[config.mk]
export PLATFORM = sky130hd
export DESIGN_NAME = cfg_worm_router
export DESIGN_NICKNAME = d
export VERILOG_FILES = /design/src/rtl/cfg_router_pkg.sv /design/src/rtl/cfg_route_decode.sv /design/src/rtl/cfg_prio_arb.sv /design/src/rtl/cfg_worm_router.sv
export SDC_FILE = /design/constraint.sdc
export NUM_CORES = 1
export LEC_CHECK = 0
export BUFFER_PORTS_ARGS = -buffer_cell sky130_fd_sc_hd__buf_2
export CELL_PAD_IN_SITES_DETAIL_PLACEMENT = 1
export CELL_PAD_IN_SITES_GLOBAL_PLACEMENT = 2
export CORE_ASPECT_RATIO = 0.9
export CORE_MARGIN = 2
export CORE_UTILIZATION = 28
export CTS_BUF_LIST = sky130_fd_sc_hd__clkbuf_16
export DETAILED_ROUTE_END_ITERATION = 16
export PLACE_DENSITY = 0.94
export SYNTH_ARGS = -nofsm -noshare
export SYNTH_HDL_FRONTEND = slang
export SYNTH_HIERARCHICAL = 1
export SYNTH_SLANG_ARGS = --single-unit
[constraint.sdc]
create_clock -name clk_i -period 5.1 [get_ports clk_i]
set_input_delay 0.51 -clock clk_i [delete_from_list [all_inputs] [get_ports clk_i]]
set_output_delay 0.51 -clock clk_i [all_outputs]
set_load 0.005 [all_outputs]
[src/rtl/cfg_router_pkg.sv]
package cfg_router_pkg;
  typedef enum logic [1:0] {
    FK_IDLE = 2'b00,
    FK_HEAD = 2'b01,
    FK_BODY = 2'b10,
    FK_TAIL = 2'b11
  } flit_kind_e;

  localparam int unsigned CODE_W = 3;
endpackage

[src/rtl/cfg_route_decode.sv]
module cfg_route_decode
  import cfg_router_pkg::*;
#(
  parameter int unsigned NUM_PORTS = 4,
  parameter int unsigned DATA_W    = 16,
  localparam int unsigned FLIT_W    = DATA_W + 2,
  localparam int unsigned NUM_OUT   = NUM_PORTS + 1,
  localparam int unsigned OUT_IDX_W = $clog2(NUM_OUT)
) (
  input  logic                 clk_i,
  input  logic                 rst_ni,
  input  logic                 valid_i,
  input  logic [FLIT_W-1:0]    flit_i,
  input  logic                 xfer_i,
  output logic                 head_req_o,
  output logic                 bound_o,
  output logic [OUT_IDX_W-1:0] sel_o,
  output logic [FLIT_W-1:0]    fwd_flit_o
);
  flit_kind_e           kind;
  logic [CODE_W-1:0]    code;
  logic [OUT_IDX_W-1:0] tgt;
  logic                 bound_q;
  logic [OUT_IDX_W-1:0] dir_q;

  assign kind = flit_kind_e'(flit_i[FLIT_W-1 -: 2]);
  assign code = flit_i[CODE_W-1:0];

  // absent or out-of-range directions fall through to the local port
  always_comb begin
    if (32'(code) < NUM_PORTS) tgt = OUT_IDX_W'(code);
    else                       tgt = OUT_IDX_W'(NUM_PORTS);
  end

  assign head_req_o = valid_i && (kind == FK_HEAD) && !bound_q;
  assign bound_o    = bound_q;
  assign sel_o      = bound_q ? dir_q : tgt;

  // pop this hop's direction code so the next router sees its own
  assign fwd_flit_o = head_req_o ? {flit_i[FLIT_W-1 -: 2], flit_i[DATA_W-1:0] >> CODE_W}
                                 : flit_i;

  always_ff @(posedge clk_i or negedge rst_ni) begin
    if (!rst_ni) begin
      bound_q <= 1'b0;
      dir_q   <= '0;
    end else if (xfer_i) begin
      if (head_req_o) begin
        bound_q <= 1'b1;
        dir_q   <= tgt;
      end else if (bound_q && kind == FK_TAIL) begin
        bound_q <= 1'b0;
      end
    end
  end


  lock_hold_chk: assert property (@(posedge clk_i) disable iff (!rst_ni)
    bound_q && !(xfer_i && kind == FK_TAIL) |=> bound_q && $stable(dir_q));

  lock_release_chk: assert property (@(posedge clk_i) disable iff (!rst_ni)
    bound_q && xfer_i && kind == FK_TAIL |=> !bound_q);

  head_pop_chk: assert property (@(posedge clk_i) disable iff (!rst_ni)
    head_req_o |-> fwd_flit_o[DATA_W-1 -: CODE_W] == '0);
endmodule

[src/rtl/cfg_prio_arb.sv]
module cfg_prio_arb #(
  parameter int unsigned N = 4
) (
  input  logic [N-1:0] req_i,
  output logic [N-1:0] grant_o
);
  // lowest set bit wins
  assign grant_o = req_i & (~req_i + N'(1));
endmodule

[src/rtl/cfg_worm_router.sv]
module cfg_worm_router
  import cfg_router_pkg::*;
#(
  parameter int unsigned NUM_PORTS = 4,
  parameter int unsigned DATA_W    = 16,
  localparam int unsigned FLIT_W    = DATA_W + 2,
  localparam int unsigned NUM_OUT   = NUM_PORTS + 1,
  localparam int unsigned OUT_IDX_W = $clog2(NUM_OUT)
) (
  input  logic                              clk_i,
  input  logic                              rst_ni,
  input  logic [NUM_PORTS-1:0]              in_valid_i,
  input  logic [NUM_PORTS-1:0][FLIT_W-1:0]  in_flit_i,
  output logic [NUM_PORTS-1:0]              in_ready_o,
  output logic [NUM_OUT-1:0]                out_valid_o,
  output logic [NUM_OUT-1:0][FLIT_W-1:0]    out_flit_o,
  input  logic [NUM_OUT-1:0]                out_ready_i
);
  logic [NUM_PORTS-1:0]                 head_req, bound, granted, xfer;
  logic [NUM_PORTS-1:0][OUT_IDX_W-1:0]  sel;
  logic [NUM_PORTS-1:0][FLIT_W-1:0]     fwd_flit;
  logic [NUM_OUT-1:0][NUM_PORTS-1:0]    hold, req, win, conn;

  for (genvar p = 0; p < NUM_PORTS; p++) begin : g_in
    cfg_route_decode #(.NUM_PORTS(NUM_PORTS), .DATA_W(DATA_W)) u_dec (
      .clk_i      (clk_i),
      .rst_ni     (rst_ni),
      .valid_i    (in_valid_i[p]),
      .flit_i     (in_flit_i[p]),
      .xfer_i     (xfer[p]),
      .head_req_o (head_req[p]),
      .bound_o    (bound[p]),
      .sel_o      (sel[p]),
      .fwd_flit_o (fwd_flit[p])
    );
  end

  for (genvar o = 0; o < NUM_OUT; o++) begin : g_out
    logic                 locked;
    logic [NUM_PORTS-1:0] arb_req;
    logic [FLIT_W-1:0]    mux_flit;

    for (genvar p = 0; p < NUM_PORTS; p++) begin : g_map
      assign hold[o][p] = bound[p] && (sel[p] == OUT_IDX_W'(o));
      assign req[o][p]  = head_req[p] && (sel[p] == OUT_IDX_W'(o));
    end

    assign locked  = |hold[o];
    assign arb_req = locked ? '0 : req[o];

    cfg_prio_arb #(.N(NUM_PORTS)) u_arb (
      .req_i   (arb_req),
      .grant_o (win[o])
    );

    assign conn[o]        = hold[o] | win[o];
    assign out_valid_o[o] = |(conn[o] & in_valid_i);

    always_comb begin
      mux_flit = '0;
      for (int p = 0; p < NUM_PORTS; p++)
        if (conn[o][p]) mux_flit |= fwd_flit[p];
    end
    assign out_flit_o[o] = mux_flit;


    one_src_chk: assert property (@(posedge clk_i) disable iff (!rst_ni)
      $onehot0(conn[o]));

    lock_excl_chk: assert property (@(posedge clk_i) disable iff (!rst_ni)
      $countones(hold[o]) <= 1);

    arb_win_chk: assert property (@(posedge clk_i) disable iff (!rst_ni)
      (|arb_req) |-> $onehot(win[o]));
  end

  always_comb begin
    granted = '0;
    for (int p = 0; p < NUM_PORTS; p++)
      for (int o = 0; o < NUM_OUT; o++)
        if (conn[o][p]) granted[p] = 1'b1;
  end

  for (genvar p = 0; p < NUM_PORTS; p++) begin : g_rdy
    // unbound non-head flits are swallowed
    assign in_ready_o[p] = (!bound[p] && !head_req[p]) ? 1'b1
                         : (granted[p] && out_ready_i[sel[p]]);
    assign xfer[p] = in_valid_i[p] && in_ready_o[p];


    backpressure_chk: assert property (@(posedge clk_i) disable iff (!rst_ni)
      in_valid_i[p] && bound[p] && !out_ready_i[sel[p]] |-> !in_ready_o[p]);

    stray_drop_chk: assert property (@(posedge clk_i) disable iff (!rst_ni)
      in_valid_i[p] && !bound[p] && !head_req[p] |-> !granted[p] && in_ready_o[p]);
  end
endmodule

# Yosys cells after proc, flatten, opt, wreduce, memory -nomap -nowiden
# Cells that the tools add are included.
# Widths: inputs -> output; s select.
dict set report classes {
  n_reduce_logical 98
  add_sub_neg 5
  n_eq_ne 24
  muxes 77
  magnitude_cmp 8
  bitwise 35
}
# cell count
set op_table {}
lappend op_table {{$mux 18} 20}
lappend op_table {{$or 18x18->18} 15}
lappend op_table {{$logic_and 1x1->1} 64}
lappend op_table {{$mux 16} 4}
lappend op_table {{$and 4x4->4} 10}
lappend op_table {{$reduce_or 4->1} 10}
lappend op_table {{$mux 1} 36}
lappend op_table {{$eq 3x2->1 const B} 8}
lappend op_table {{$mux 3} 8}
lappend op_table {{$add 4x1->4 const B} 5}
lappend op_table {{$mux 4} 5}
lappend op_table {{$not 4->4} 5}
lappend op_table {{$or 4x4->4} 5}
lappend op_table {{$lt 3x4->1 const B} 4}
lappend op_table {{$reduce_and 2->1} 8}
lappend op_table {{$bmux 1 s3} 4}
lappend op_table {{$eq 3x1->1 const B} 4}
lappend op_table {{$eq 3x3->1 const B} 4}
lappend op_table {{$logic_not 3->1} 4}
lappend op_table {{$lt 3x3->1 const B} 4}
lappend op_table {{$eq 2x1->1 const B} 4}
lappend op_table {{$eq 2x2->1 const B} 4}
lappend op_table {{$logic_not 1->1} 8}
lappend op_table {{$reduce_bool 2->1} 4}
dict set report word_totals {
  reg_bits 16
  word_cells 255
  inputBits 83
  out_inout_bits 99
}

# Longest topological paths before layout
# Gate-level depths: netlist of the first run.
dict set report depth {
  depth_word 20
  ltp_mapped 13
  depth_no_buf 11
}

# By module
# The synthesis of the first run kept the hierarchy.
# module area_each_um2 seq_area_each_um2 instances cells_each
set modules_own_cells {}
lappend modules_own_cells {cfg_worm_router 3732.3 0.0 1 673}
lappend modules_own_cells {cfg_route_decode 457.9 100.1 4 40}
lappend modules_own_cells {cfg_prio_arb 36.3 0.0 5 4}

# Least setup slack after synthesis of the first run
# No wires, ideal clock.
dict set report synth_timing {
  path_type {input port to flip-flop}
  startpoint {in in_flit_i[2] in the netlist's numbering}
  endpoint {reg g_in[2].u_dec.dir_q[2]}
  path_slack_ns 1.271
  cell_stages 12
  t_required_ns 4.975
  n_path_buf 1
  arrival_ns 3.704
  setup_ns 0.125
  cell_sequence {nand2b_1 -> o21ai_0 -> nor4bb_1 -> or4_1 -> nor4_1 -> nor3b_1 -> clkbuf_1 -> or4_1 -> nor4_1 -> a211oi_1 -> nand2_4 -> mux2_2}
}
# element line
set synth_rtl {}
lappend synth_rtl {{start: declaration} cfg_worm_router.sv:13} ;# input logic [NUM_PORTS-1:0][FLIT_W-1:0] in_flit_i,
lappend synth_rtl {{end signal: assignment} cfg_route_decode.sv:50} ;# dir_q <= tgt;
lappend synth_rtl {{end: declaration} cfg_route_decode.sv:24} ;# logic [OUT_IDX_W-1:0] dir_q;

==> results.py, run 1 <==
metrics = {
    "status": {
        "status": "completed",
    },
    "layout": {
        "ff_latch_area_sq_um": 400,
        "fillers": 2555,
        "postLayoutCoreUtil_pct": 35.0,
        "layout.nets": 1068,
        "area_growth_pct": 22.0,
        "multi_input_area_sq_um": 4820,
        "antenna_cells": 0,
        "fin_cells": 1238,
        "final_layout_size_suffix_gt1_share_pct": 36.0,
        "fin_area_sq_um": 7010,
    },
    "worst_setup_path": {
        "slowest_stage": "or4_1",
        "cp.arrival_ps": 4300,
        "end_kind": "primary output",
        "path_common_cell": "or4_1",
        "startpoint": "g_in[0].u_dec/bound_o$_DFFE_PN0P_",
        "path_buf_inv": 1,
        "cp-start-kind": "flip-flop",
        "critPathKind": "reg2out",
        "r2r_start": "g_in[0].u_dec/bound_o$_DFFE_PN0P_",
        "r2r_cells": 10,
        "cp_cell_sequence": "o21ai_1 > and4b_1 > or4_1 > nor3_4 > nor3b_2 > or4_1 > nor4_1 > a21oi_1 > buf_2",
        "path_delay_family": "simple AND/OR/NAND/NOR gates",
        "cp.required_ps": 4590,
        "rrSetupSlack_ps": 370,
        "slowest_delay_ps": 640,
        "timing.rr.end": "g_in[2].u_dec/dir_q[2]$_DFFE_PN0P_",
        "crit_fanout": 20,
    },
    "power_and_ir_drop": {
        "switching_power_mw": 1.74,
        "p_leak_nw": 3.07,
        "internal_power_mw": 1.36,
        "finalPower_mw": 3.09,
        "combPwrFrac_pct": 86.0,
        "power_density_nw_per_um2": 441,
        "clkPwrFrac_pct": 5.1,
        "p_sw_share_pct": 56.1,
        "ir_worst_vdd_uv": 145,
        "power_frac_seq_pct": 8.8,
    },
    "cts": {
        "cts_num_sinks": 16,
        "cts_setup_buffers": 0,
        "clk_path_buf_depth": 2,
        "cts_buffers": 3,
        "cts_tree": "built",
        "clock_latency_ps": 250,
        "root_buffer": "clkbuf_16",
        "htreeDepth": 1,
        "clkTransAtPathRegs_ps": 50,
    },
    "floorplanning": {
        "die_h_microns": 140,
        "start_util_pct": 28.7,
        "core_area_sq_um": 20000,
        "ios": 182,
        "fp.dieW_microns": 155,
        "rows": 49,
        "dieArea_sq_um": 21700,
    },
    "timing": {
        "whs_ps": 199,
        "rsz0062_at_grt": "false",
        "timing_max_transition_violations_final": 0,
        "skew_ps": 1.85,
        "slew_headroom_pct": 15.4,
        "finalHoldViolations": 0,
        "period_needed_ps": 4810,
        "fmax_mhz": 208,
        "setup_ws_ps": 286,
        "tns_ps": 0,
        "worst_pin_slew_ps": 1260,
        "finalSetupViolCount": 0,
        "period_share_pct": 94.4,
    },
    "synth": {
        "syn_inst": 853,
        "synth_compound_area_share_pct": 36.4,
        "syn_nets": 936,
        "yosys_warnings": 6,
        "synthMuxAreaShare_pct": 16.7,
        "ys_seq_area_share_pct": 6.97,
        "synth_fa_ha_area_share_pct": 0,
        "ys_types": 46,
        "synth_xor_area_share_pct": 0,
        "syn_avg_cell_area_sq_um": 6.74,
        "synth_top_family_by_area": "compound AO/OA/AOI/OAI gates",
        "ys_ff_latch": 16,
        "yosys.area_share.simple_pct": 28.5,
        "syn_area_sq_um": 5750,
    },
    "route": {
        "post_drt_via_cell_ratio": 6.67,
        "drcViolationCount": 0,
        "ant_nets": 0,
        "wl_microns": 32700,
        "drtIter0Drc": 1083,
        "firstDrtPassIters": 5,
        "post_drt_wl_per_cell_microns": 26.4,
        "vias": 8259,
    },
    "job": {
        "drv_cap": 0,
    },
    "hold_path": {
        "hp-class": "in2async",
    },
    "grt": {
        "grt.total_usage_pct": 29.1,
        "grt_pass1_wl_microns": 49400,
        "overflow": 0,
        "grt_max_degree": 21,
        "antenna_found_initial": 0,
        "grt_pass1_vias": 7930,
    },
    "placement": {
        "pre_cts_ws_ps": 299,
        "dpl.cell_count": 1235,
        "numPortBuffers": 181,
        "gp_congestion": 1.05,
        "place_area_sq_um": 6930,
        "dp_hpwl_microns": 25300,
    },
}
-- cell usage in the layout (no fill, tap or decap), types with 2 or more instances in the layout --
cell type / instances
dfrtp_1: 16
o21ai_0: 338
nand4_1: 95
buf_2: 181
nor2_1: 2
nor4_2: 2
or4_1: 8
nand3b_1: 2
nor4bb_2: 7
nand4bb_1: 2
o21ai_1: 50
nor2b_1: 5
clkbuf_16: 3
inv_1: 13
nor4b_2: 12
nor3b_2: 5
mux2_4: 24
a31oi_1: 8
buf_4: 59
nor4_1: 10
and4b_1: 4
and4bb_1: 7
or3_1: 2
a21oi_1: 4
nor3_1: 6
a211oi_1: 5
nand2b_1: 15
and2b_2: 12
mux2_2: 37
nand2_4: 4
mux2i_1: 18
nand2_1: 13
-- state kept, by name, indices dropped and copies added (netlist names) --
name	flops
g_in.u_dec/bound_o	4
g_in.u_dec/dir_q	12
-- routing by layer --
metal  routed length (microns)  global-route usage [%]
met1                     13600                    40.9
met2                     14100                    44.8
met3                      4170                    7.36
met4                       860                    6.04
met5                         0                       0
-- cells in the mapped netlist, drive strengths merged --
master   number  area share (%)
or2           2            0.22
nand2b       15             1.6
and4bb        9             2.0
mux2         61              14
nor2          2            0.13
nand3b        2            0.26
dfrtp        16             7.0
and4b         4            0.70
inv          13            0.85
a31oi         8            0.87
mux2i        18             3.1
nor3b         5            0.65
or3           2            0.22
nand4        95              10
buf          50             6.6
nand2        17             1.6
o311a         1            0.17
a21o          1            0.13
and2b        12             1.8
nor2b         5            0.54
nand4b        1            0.15
o21ai       388              34
a21oi         4            0.35
o221a         2            0.39
nor4         13             1.5
nand4bb       2            0.39
or4           9             1.2
nor3          7            0.61
clkbuf       63             4.1
a211oi        5            0.65
nor4b        13             3.0
nor4bb        8             1.4
-- kinds of logic after synthesis --
kind of cell,count (synthesis)
AO/OA/AOI/OAI,409
AND/OR/NAND/NOR,223
buffers and inverters,126
multiplexers,79
flip-flops,16
-- power groups by stage --
stage               Sequential (mW)  Combinational [mW]  Clock [mW]
floorplan                     0.248                1.45           0
global placement              0.268                2.54           0
detailed placement            0.275                2.58           0
CTS                           0.273                2.60       0.162
global route                  0.288                2.84       0.168
finish                        0.274                2.66       0.158
-- final cells by class --
type	instances	area share, %
multi-input combinational	711	68.7
tap	255	4.55
inverter	13	0.696
timing repair buffer	240	19.2
clock buffer	3	1.07
sequential	16	5.71
-- repair_timing --
| action | 4_1_cts | 5_1_grt |
|---|---|---|
| resized for setup | 0 | 1 |
| setup endpoints to repair | 0 | 1 |
| hold buffers | 0 | 0 |
-- worst max-delay path by stage --
stage                                          to  slack [ps]  cells after the start
2_1_floorplan  g_in[2].u_dec/dir_q[2]$_DFFE_PN0P_        1270                     12
3_3_place_gp                        in_ready_o[2]         460                     11
3_5_place_dp   g_in[2].u_dec/dir_q[2]$_DFFE_PN0P_         300                     12
4_1_cts                             in_ready_o[2]         140                      9
5_1_grt                            out_flit_o[78]         120                     11
6_report                            in_ready_o[2]         290                      9
No activity file was read; power rests on OpenSTA's default activity.
==> run 2: changes to the inputs <==
--- a/config.mk
+++ b/config.mk
@@ -10,11 +10,13 @@
 export CELL_PAD_IN_SITES_GLOBAL_PLACEMENT = 2
 export CORE_ASPECT_RATIO = 0.9
 export CORE_MARGIN = 2
-export CORE_UTILIZATION = 28
+export CORE_UTILIZATION = 25
 export CTS_BUF_LIST = sky130_fd_sc_hd__clkbuf_16
 export DETAILED_ROUTE_END_ITERATION = 16
-export PLACE_DENSITY = 0.94
+export PLACE_DENSITY = 0.86
+export SLEW_MARGIN = 10
 export SYNTH_ARGS = -nofsm -noshare
 export SYNTH_HDL_FRONTEND = slang
 export SYNTH_HIERARCHICAL = 1
 export SYNTH_SLANG_ARGS = --single-unit
+export TNS_END_PERCENT = 30
==> results.py, run 2 (synthesis gave the netlist of run 1 again) <==
metrics = {
    "route": {
        "drcViolationCount": 0,
        "vias": 8190,
        "ant_nets": 0,
        "post_drt_via_cell_ratio": 6.40,
        "firstDrtPassIters": 7,
        "drtIter0Drc": 921,
        "post_drt_wl_per_cell_microns": 27.1,
        "wl_microns": 34700,
    },
    "floorplanning": {
        "die_h_microns": 148,
        "ios": 182,
        "core_area_sq_um": 22500,
        "start_util_pct": 25.5,
        "rows": 52,
        "dieArea_sq_um": 24200,
        "fp.dieW_microns": 164,
    },
    "power_and_ir_drop": {
        "power_density_nw_per_um2": 446,
        "finalPower_mw": 3.14,
        "ir_worst_vdd_uv": 180,
        "p_leak_nw": 3.06,
    },
    "cts": {
        "cts_hold_buf": 0,
        "cts_tree": "built",
        "ctsResizeCount": 0,
        "clkTransAtPathRegs_ps": 50,
        "cts_setup_buffers": 0,
        "cts_buffers": 3,
        "clock_latency_ps": 250,
        "clk_path_buf_depth": 2,
        "root_buffer": "clkbuf_16",
        "htreeDepth": 1,
        "cts_num_sinks": 16,
    },
    "hold_path": {
        "hp-class": "in2async",
    },
    "status": {
        "status": "completed",
    },
    "worst_setup_path": {
        "end_kind": "primary output",
        "cp-start-kind": "input pin",
        "critPathKind": "in2out",
        "crit_fanout": 9,
        "cp.arrival_ps": 4450,
        "cp.required_ps": 4590,
    },
    "layout": {
        "fillers": 2902,
        "largest_reg_flops": 12,
        "area_growth_pct": 22.7,
        "multi_input_area_sq_um": 4810,
        "ff_latch_area_sq_um": 400,
        "layout.nets": 1067,
        "layout_commonest_cell": "o21ai_0",
        "fin_area_sq_um": 7050,
        "final_layout_size_suffix_gt1_share_pct": 35.9,
        "final_cell_mix": "o21ai_0 (338), buf_2 (181), nand4_1 (95), buf_4 (58), o21ai_1 (50)",
        "largest_register": "g_in.u_dec/dir_q",
        "antenna_cells": 0,
    },
    "timing": {
        "setup_ws_ps": 137,
        "tns_ps": 0,
        "finalHoldViolations": 0,
        "fmax_mhz": 202,
        "slew_headroom_pct": 8.13,
        "rsz0062_at_grt": "false",
        "period_needed_ps": 4960,
        "timing_max_transition_violations_final": 0,
        "finalSetupViolCount": 0,
        "worst_pin_slew_ps": 1370,
        "skew_ps": 2.62,
        "period_share_pct": 97.3,
    },
    "placement": {
        "pre_cts_ws_ps": 288,
        "gp_congestion": 0.984,
        "place_area_sq_um": 6970,
        "dp_hpwl_microns": 26600,
        "numPortBuffers": 181,
    },
    "grt": {
        "grt_pass1_vias": 8123,
        "antenna_found_initial": 1,
        "grt_pass1_wl_microns": 51400,
        "overflow": 0,
        "grt_max_degree": 23,
        "grt.total_usage_pct": 27.6,
    },
    "job": {
        "drv_cap": 0,
    },
}
## run 2: changes by cell type in the layout (fill, tap and decap cells not counted), sizes merged
| cell | previous run | this run |
|---|---|---|
| buf | 240 | 239 |
## run 2: area by class of cell
| type | instances | area share (%) |
|---|---|---|
| multi-input cells | 711 | 68.3 |
| clock buffers | 3 | 1.07 |
| well taps | 297 | 5.27 |
| flip-flops and latches | 16 | 5.68 |
| repair buffers | 239 | 19.0 |
| inverters | 13 | 0.692 |
## run 2: stage by stage
stage,utilization (%),instances,hold slack (ps)
2_1_floorplan,-,853,214
3_3_place_gp,31.0,1276,469
3_5_place_dp,31.0,1276,476
4_1_cts,31.3,1279,207
5_1_grt,31.3,1279,228
6_report,31.3,1279,196
## run 2: path summary, 6_finish.rpt
check	startpoint	endpoint	slack (ps)	depth (start not counted)
max	in_flit_i[56]	in_ready_o[3]	140	11
min	rst_ni	g_in[1].u_dec/dir_q[0]$_DFFE_PN0P_	200	1
max reg2reg	g_in[1].u_dec/bound_o$_DFFE_PN0P_	g_in[2].u_dec/dir_q[2]$_DFFE_PN0P_	360	10
min reg2reg	g_in[3].u_dec/dir_q[2]$_DFFE_PN0P_	g_in[3].u_dec/dir_q[2]$_DFFE_PN0P_	500	1
max in group asynchronous	rst_ni	g_in[0].u_dec/dir_q[2]$_DFFE_PN0P_	4600	1
min in group clk_i	g_in[3].u_dec/dir_q[2]$_DFFE_PN0P_	g_in[3].u_dec/dir_q[2]$_DFFE_PN0P_	500	1
## run 2: report_power, final
| part | leakage, nW | switching, mW | internal, mW |
|---|---|---|---|
| clock network | 0.0370 | 0.0531 | 0.103 |
| logic | 2.83 | 1.67 | 1.06 |
| registers | 0.191 | 0.0642 | 0.191 |
## run 2: critical path, stage by stage
cell and delay, ps:
buf_2 130, nand2b_1 160, o21ai_0 960, nor4bb_2 140, or4_1 570, nor4_1 560
nor4b_2 150, or4_1 590, nor4_1 420, a21oi_1 120, buf_2 150
## run 2: metal layers
layer  global-route usage [%]  vias up  part of all wire, %
met1                     39.1     4026                   44
met3                     7.35       72                   11
li1                         -     3543                    -
met5                        0        -                    0
met4                     6.45        0                  2.7
met2                     41.6      549                   43
